File: src/rtl/seg_addr_pkg.sv
package seg_addr_pkg;
  typedef enum logic [1:0] {
    SEG_ES = 2'b00,
    SEG_CS = 2'b01,
    SEG_SS = 2'b10,
    SEG_DS = 2'b11
  } seg_code_e;

  typedef enum logic [1:0] {
    ACC_FETCH  = 2'b00,
    ACC_DATA   = 2'b01,
    ACC_STACK  = 2'b10,
    ACC_STRDST = 2'b11
  } acc_kind_e;
endpackage

File: src/rtl/seg_regfile.sv
module seg_regfile #(
  parameter int SEG_W = 16,
  parameter int NSEG  = 4,
  localparam int SEL_W = $clog2(NSEG)
) (
  input  logic                       clk,
  input  logic                       rst_n,
  input  logic                       wr_en,
  input  logic [SEL_W-1:0]           wr_sel,
  input  logic [SEG_W-1:0]           wr_data,
  output logic [NSEG-1:0][SEG_W-1:0] seg_q
);
  for (genvar i = 0; i < NSEG; i++) begin : g_seg
    logic             load;
    logic [SEG_W-1:0] seg_d;

    always_comb begin
      load  = wr_en && (wr_sel == SEL_W'(i));
      seg_d = load ? wr_data : seg_q[i];
    end

    always_ff @(posedge clk or negedge rst_n) begin
      if (!rst_n) seg_q[i] <= '0;
      else        seg_q[i] <= seg_d;
    end
  end
endmodule

File: src/rtl/seg_select.sv
module seg_select
  import seg_addr_pkg::*;
#(
  parameter int SEG_W = 16,
  parameter int NSEG  = 4
) (
  input  logic [1:0]                 req_kind,
  input  logic                       ovr_valid,
  input  logic [1:0]                 ovr_code,
  input  logic [NSEG-1:0][SEG_W-1:0] seg_q,
  output logic [SEG_W-1:0]           seg_val
);
  seg_code_e pick;

  always_comb begin
    unique case (acc_kind_e'(req_kind))
      ACC_FETCH:  pick = SEG_CS;
      ACC_STACK:  pick = SEG_SS;
      ACC_DATA:   pick = ovr_valid ? seg_code_e'(ovr_code) : SEG_DS;
      ACC_STRDST: pick = ovr_valid ? seg_code_e'(ovr_code) : SEG_ES;
      default:    pick = SEG_DS;
    endcase
    seg_val = seg_q[pick];
  end
endmodule

File: src/rtl/seg_addr_adder.sv
module seg_addr_adder #(
  parameter int SEG_W = 16,
  parameter int OFF_W = 16,
  parameter int SHIFT = 4,
  localparam int ADDR_W = SEG_W + SHIFT
) (
  input  logic [SEG_W-1:0]  seg_val,
  input  logic [OFF_W-1:0]  offset,
  output logic [ADDR_W-1:0] addr
);
  logic [ADDR_W-1:0] base;
  logic [ADDR_W-1:0] off_ext;

  always_comb begin
    base    = {seg_val, {SHIFT{1'b0}}};
    off_ext = ADDR_W'(offset);
    addr    = base + off_ext;
  end
endmodule

File: src/rtl/seg_addr_gen.sv
module seg_addr_gen #(
  parameter int SEG_W = 16,
  parameter int OFF_W = 16,
  parameter int SHIFT = 4,
  parameter int NSEG  = 4,
  localparam int ADDR_W = SEG_W + SHIFT
) (
  input  logic              clk,
  input  logic              rst_n,
  input  logic              wr_en,
  input  logic [1:0]        wr_sel,
  input  logic [SEG_W-1:0]  wr_data,
  input  logic              req_valid,
  input  logic [1:0]        req_kind,
  input  logic              ovr_valid,
  input  logic [1:0]        ovr_code,
  input  logic [OFF_W-1:0]  offset,
  output logic [ADDR_W-1:0] addr_out,
  output logic              addr_valid
);
  logic                       rst_meta_n;
  logic                       rst_sync_n;
  logic [NSEG-1:0][SEG_W-1:0] seg_q;
  logic [SEG_W-1:0]           seg_val;
  logic [ADDR_W-1:0]          addr_sum;
  logic [ADDR_W-1:0]          addr_d;
  logic                       valid_d;

  always_ff @(posedge clk or negedge rst_n) begin
    if (!rst_n) begin
      rst_meta_n <= 1'b0;
      rst_sync_n <= 1'b0;
    end else begin
      rst_meta_n <= 1'b1;
      rst_sync_n <= rst_meta_n;
    end
  end

  seg_regfile #(.SEG_W(SEG_W), .NSEG(NSEG)) u_regs (
    .clk(clk), .rst_n(rst_sync_n), .wr_en(wr_en), .wr_sel(wr_sel),
    .wr_data(wr_data), .seg_q(seg_q)
  );

  seg_select #(.SEG_W(SEG_W), .NSEG(NSEG)) u_sel (
    .req_kind(req_kind), .ovr_valid(ovr_valid), .ovr_code(ovr_code),
    .seg_q(seg_q), .seg_val(seg_val)
  );

  seg_addr_adder #(.SEG_W(SEG_W), .OFF_W(OFF_W), .SHIFT(SHIFT)) u_add (
    .seg_val(seg_val), .offset(offset), .addr(addr_sum)
  );

  always_comb begin
    valid_d = req_valid;
    addr_d  = req_valid ? addr_sum : addr_out;
  end

  always_ff @(posedge clk or negedge rst_sync_n) begin
    if (!rst_sync_n) begin
      addr_out   <= '0;
      addr_valid <= 1'b0;
    end else begin
      addr_out   <= addr_d;
      addr_valid <= valid_d;
    end
  end
endmodule

File: config.mk
export PLATFORM = sky130hd
export DESIGN_NAME = seg_addr_gen
export DESIGN_NICKNAME = d
export VERILOG_FILES = /design/src/rtl/seg_addr_pkg.sv /design/src/rtl/seg_regfile.sv /design/src/rtl/seg_select.sv /design/src/rtl/seg_addr_adder.sv /design/src/rtl/seg_addr_gen.sv
export SDC_FILE = /design/constraint.sdc
export NUM_CORES = 1
export LEC_CHECK = 0
export BUFFER_PORTS_ARGS = -buffer_cell sky130_fd_sc_hd__buf_2
export CAP_MARGIN = 20
export CELL_PAD_IN_SITES_DETAIL_PLACEMENT = 1
export CELL_PAD_IN_SITES_GLOBAL_PLACEMENT = 2
export CORE_UTILIZATION = 37
export CTS_BUF_LIST = sky130_fd_sc_hd__clkbuf_4
export CTS_CLUSTER_DIAMETER = 120
export DETAILED_ROUTE_END_ITERATION = 10
export GPL_TIMING_DRIVEN = 0
export MAX_ROUTING_LAYER = met4
export PLACE_DENSITY = 0.76
export SLEW_MARGIN = 20
export SYNTH_ARGS = -nofsm -noshare
export SYNTH_HDL_FRONTEND = slang
export SYNTH_SLANG_ARGS = --single-unit
File: constraint.sdc
create_clock -name clk -period 2.5 [get_ports clk]
set_clock_uncertainty 0.1 [all_clocks]
set_input_delay 0.5 -clock clk [delete_from_list [all_inputs] [get_ports clk]]
set_output_delay 0.5 -clock clk [all_outputs]
set_load 0.02 [all_outputs]
==> flow_metrics.env <==
export IMPL_diodes=0
export IMPL_row_count=38
export IMPL_rsz0062_at_grt="true"
export IMPL_synth_top_family_by_area="multiplexers"
export IMPL_clkSlewWorstSetupHoldPaths_ns=0.14
export IMPL_hold_path_class="in2reg"
export IMPL_slew_limit_headroom_pct=47.1
export IMPL_synth_distinct_cells=48
export IMPL_grt_pass1_wl_um=16400
export IMPL_worstPathCellList="buf_8 > and3_4 > or2_4 > buf_12 > mux4_2 > ha_4 > fa_2 > a211oi_4 > nor3_2 > o31a_1 > buf_4 > o21a_1 > or4b_4 > nand3_2"
export IMPL_wire_per_inst_um=18.7
export IMPL_dieHeight_um=109
export IMPL_stdcell_count=559
export IMPL_max_stage_delay_ns=0.48
export IMPL_grt_start_max_net_pins=58
export IMPL_hold_depth=1
export IMPL_synth_cells=312
export IMPL_rrSetupSlack_ns=-0.60
export IMPL_cts_root_buf="clkbuf_4"
export IMPL_clock_sinks=87
export IMPL_cts_tree="done"
export IMPL_io_buffer_count=63
export IMPL_synth_area_per_cell_um2=13.6
export IMPL_ys_seq_area_share_pct=51.2
export IMPL_grt_antenna_before_repair=0
export IMPL_violations="negative setup slack"
export IMPL_routed_wl_um=10500
export IMPL_powerDensity_nw_per_um2=825
export IMPL_synth_compound_gate_area_share_pct=7.80
export IMPL_drtPass1Iterations=4
export IMPL_synthSimpleGateAreaFrac_pct=6.03
export IMPL_areaGrowthSynthToFinish_pct=26.8
export IMPL_gp_congestion=0.764
export IMPL_fin_area_um2=5390
export IMPL_synth_top_area_share_pct=51.2
export IMPL_cp_num_cells=14
export IMPL_ioPinCount=64
export IMPL_syn_num_nets=369
export IMPL_clockBufferDepth=2
export IMPL_place_hpwl_um=7150
export IMPL_period_share_pct=134
export IMPL_syn_area_um2=4250
export IMPL_fp_coreArea_um2=11000
export IMPL_clk_latency_ns=0.46
export IMPL_status="complete, but fails checks"
export IMPL_die_area_um2=11900
export IMPL_synth_xor_area_share_pct=1.44
export IMPL_multi_input_area_um2=2200
export IMPL_nFillCells=1135
export IMPL_worst_hold_startpoint="req_valid"
export IMPL_grt_util_all_layers_pct=19.5
export IMPL_slowest_stage="mux4_2"
export IMPL_ant_nets=0
export IMPL_fmax_ghz=0.298
export IMPL_worst_slew_pin_slew_ns=0.793
export IMPL_yosys_warnings=0
export IMPL_via_per_inst=5.27
export IMPL_rr_endpoint="addr_out[14]"
export IMPL_placed_cells=516
export IMPL_yosys_top_cells_area="dfrtp_1, mux2_2, mux4_2"
export IMPL_drive_above_1_share_pct=54.9
export IMPL_peakVddDrop_uv=372
export IMPL_dp_worst_setup_slack_ns=-1.73
export IMPL_seqCellArea_um2=2180
export IMPL_worstPathRequired_ns=2.80
export IMPL_ys_flop_type="dfrtp_1"
export IMPL_setup_viol=13
export IMPL_start_kind="input port"
export IMPL_endpoint_kind="register"
export IMPL_synth_mux_area_share_pct=27.2
export IMPL_r2r_start="u_regs.seg_q[16]"
export IMPL_finalHoldViolations=0
export IMPL_reg2reg_depth=10
export IMPL_netlist_top_cell_by_area="dfrtp_1"
export IMPL_whs_endpoint="addr_valid"
export IMPL_async_flop_share_pct=100
export IMPL_cts_buffers=9
export IMPL_synth_edff_count=0
export IMPL_postLayoutCoreUtil_pct=48.9
export IMPL_htree_num_levels=3
export IMPL_die_width_um=109
export IMPL_drc=0
export IMPL_crit_family="simple AND/OR/NAND/NOR gates"
export IMPL_maxSlewViolCount=0
export IMPL_worstSetupPathType="in2reg"
export IMPL_timing_final_ws_setup_ns=-0.857
export IMPL_leakage_nw=2.39
export IMPL_min_period_ns=3.36
export IMPL_critPathMaxFanout=4
export IMPL_ys_ff_latch=87
export IMPL_critPathBufInv=3
export IMPL_grt_pass1_vias=3093
export IMPL_maxCapViolCount=0
export IMPL_fin_nets=471
export IMPL_cp_arrival_ns=3.66
export IMPL_vias=2946
export IMPL_start_util_pct=38.6
export IMPL_detailed_place_area_um2=4810
export IMPL_synth_adder_area_share_pct=4.30
export IMPL_gr_total_overflow=0
export IMPL_drtIter0Drc=87
-- power by group --
| part | internal [mW] | switching, mW |
|---|---|---|
| Sequential | 1.72 | 0.160 |
| Combinational | 0.912 | 0.843 |
| Clock | 0.313 | 0.508 |
-- cells by family after synthesis --
family	Yosys count
adder cells (fa/ha/maj)	14
XOR/XNOR	7
other	1
multiplexers	88
flip-flops	87
buffers and inverters	18
AO/OA/AOI/OAI	49
AND/OR/NAND/NOR	48
-- metal layers --
metal  part of all wire, %  vias to the layer above  wire length (um)  track usage (%)
li1                      -                     1363                 -                -
met5                     0                        -                 0                -
met4                   1.5                        0               155             7.81
met1                    45                     1512              4720             25.2
met3                   3.4                       11               356             2.81
met2                    50                       60              5220             30.7
-- state kept, by name (all words and copies together), names as in the netlist --
name / flops
addr_valid: 1
u_regs.seg_q: 64
addr_out: 20
rst_meta_n: 1
rst_sync_n: 1
-- cell type report --
cell class | count | share of cell area (%)
plain buffers | 9 | 1.32
well taps | 140 | 3.25
repair buffers | 93 | 11.3
inverters | 7 | 0.487
clock inverters | 6 | 1.14
clock buffers | 10 | 1.39
multi-input cells | 207 | 40.7
flip-flops and latches | 87 | 40.4
-- how the worst max path moves through the flow --
stage	startpoint	endpoint	slack, ns
3_3_place_gp	ovr_valid	addr_out[19]	-1.72
4_1_cts	ovr_valid	addr_out[16]	-0.99
2_1_floorplan	ovr_code[0]	addr_out[14]	-1.23
5_1_grt	ovr_valid	addr_out[16]	-0.93
3_5_place_dp	ovr_valid	addr_out[19]	-1.73
6_report	ovr_valid	addr_out[14]	-0.86
-- Yosys cell counts (4+ instances only) --
master,n
a211oi_1,7
a21o_1,6
a21oi_1,8
clkbuf_1,7
dfrtp_1,87
ha_1,13
inv_1,6
mux2_2,74
mux4_2,12
nand2_1,8
nand3_1,4
nor2_1,12
nor3_1,6
o21ai_0,11
xnor2_1,6
-- placed cells by master, fill, tap and decap left out, types with 5 or more instances in the layout --
master / instances
dfrtp_1: 86
mux2_2: 69
buf_2: 60
buf_4: 22
mux4_2: 12
nor2_1: 11
ha_1: 10
clkbuf_4: 10
nand2_1: 8
buf_6: 8
clkbuf_1: 6
inv_1: 6
a21oi_1: 6
a21o_1: 6
o21ai_0: 5
o21ai_2: 5
mux2_4: 5
-- per-stage QoR --
step,hold slack (ns),total power [mW],setup TNS [ns]
final,0.123,4.45,-8.33
after global routing,0.102,4.74,-9.06
after CTS,0.0856,4.37,-8.44
after detailed placement,0.179,3.30,-18.28
after global placement,0.186,3.23,-17.93
after floorplan,0.104,2.87,-10.09
-- timing repair --
item / CTS / global route
resized for setup: 38 / 17
hold buffers: 1 / 0
endpoints found under the hold margin: 2 / 0
setup endpoints to repair: 14 / 14
pin swaps: 22 / 16
buffers inserted: 19 / 9
(Power assumes the default switching activity.)
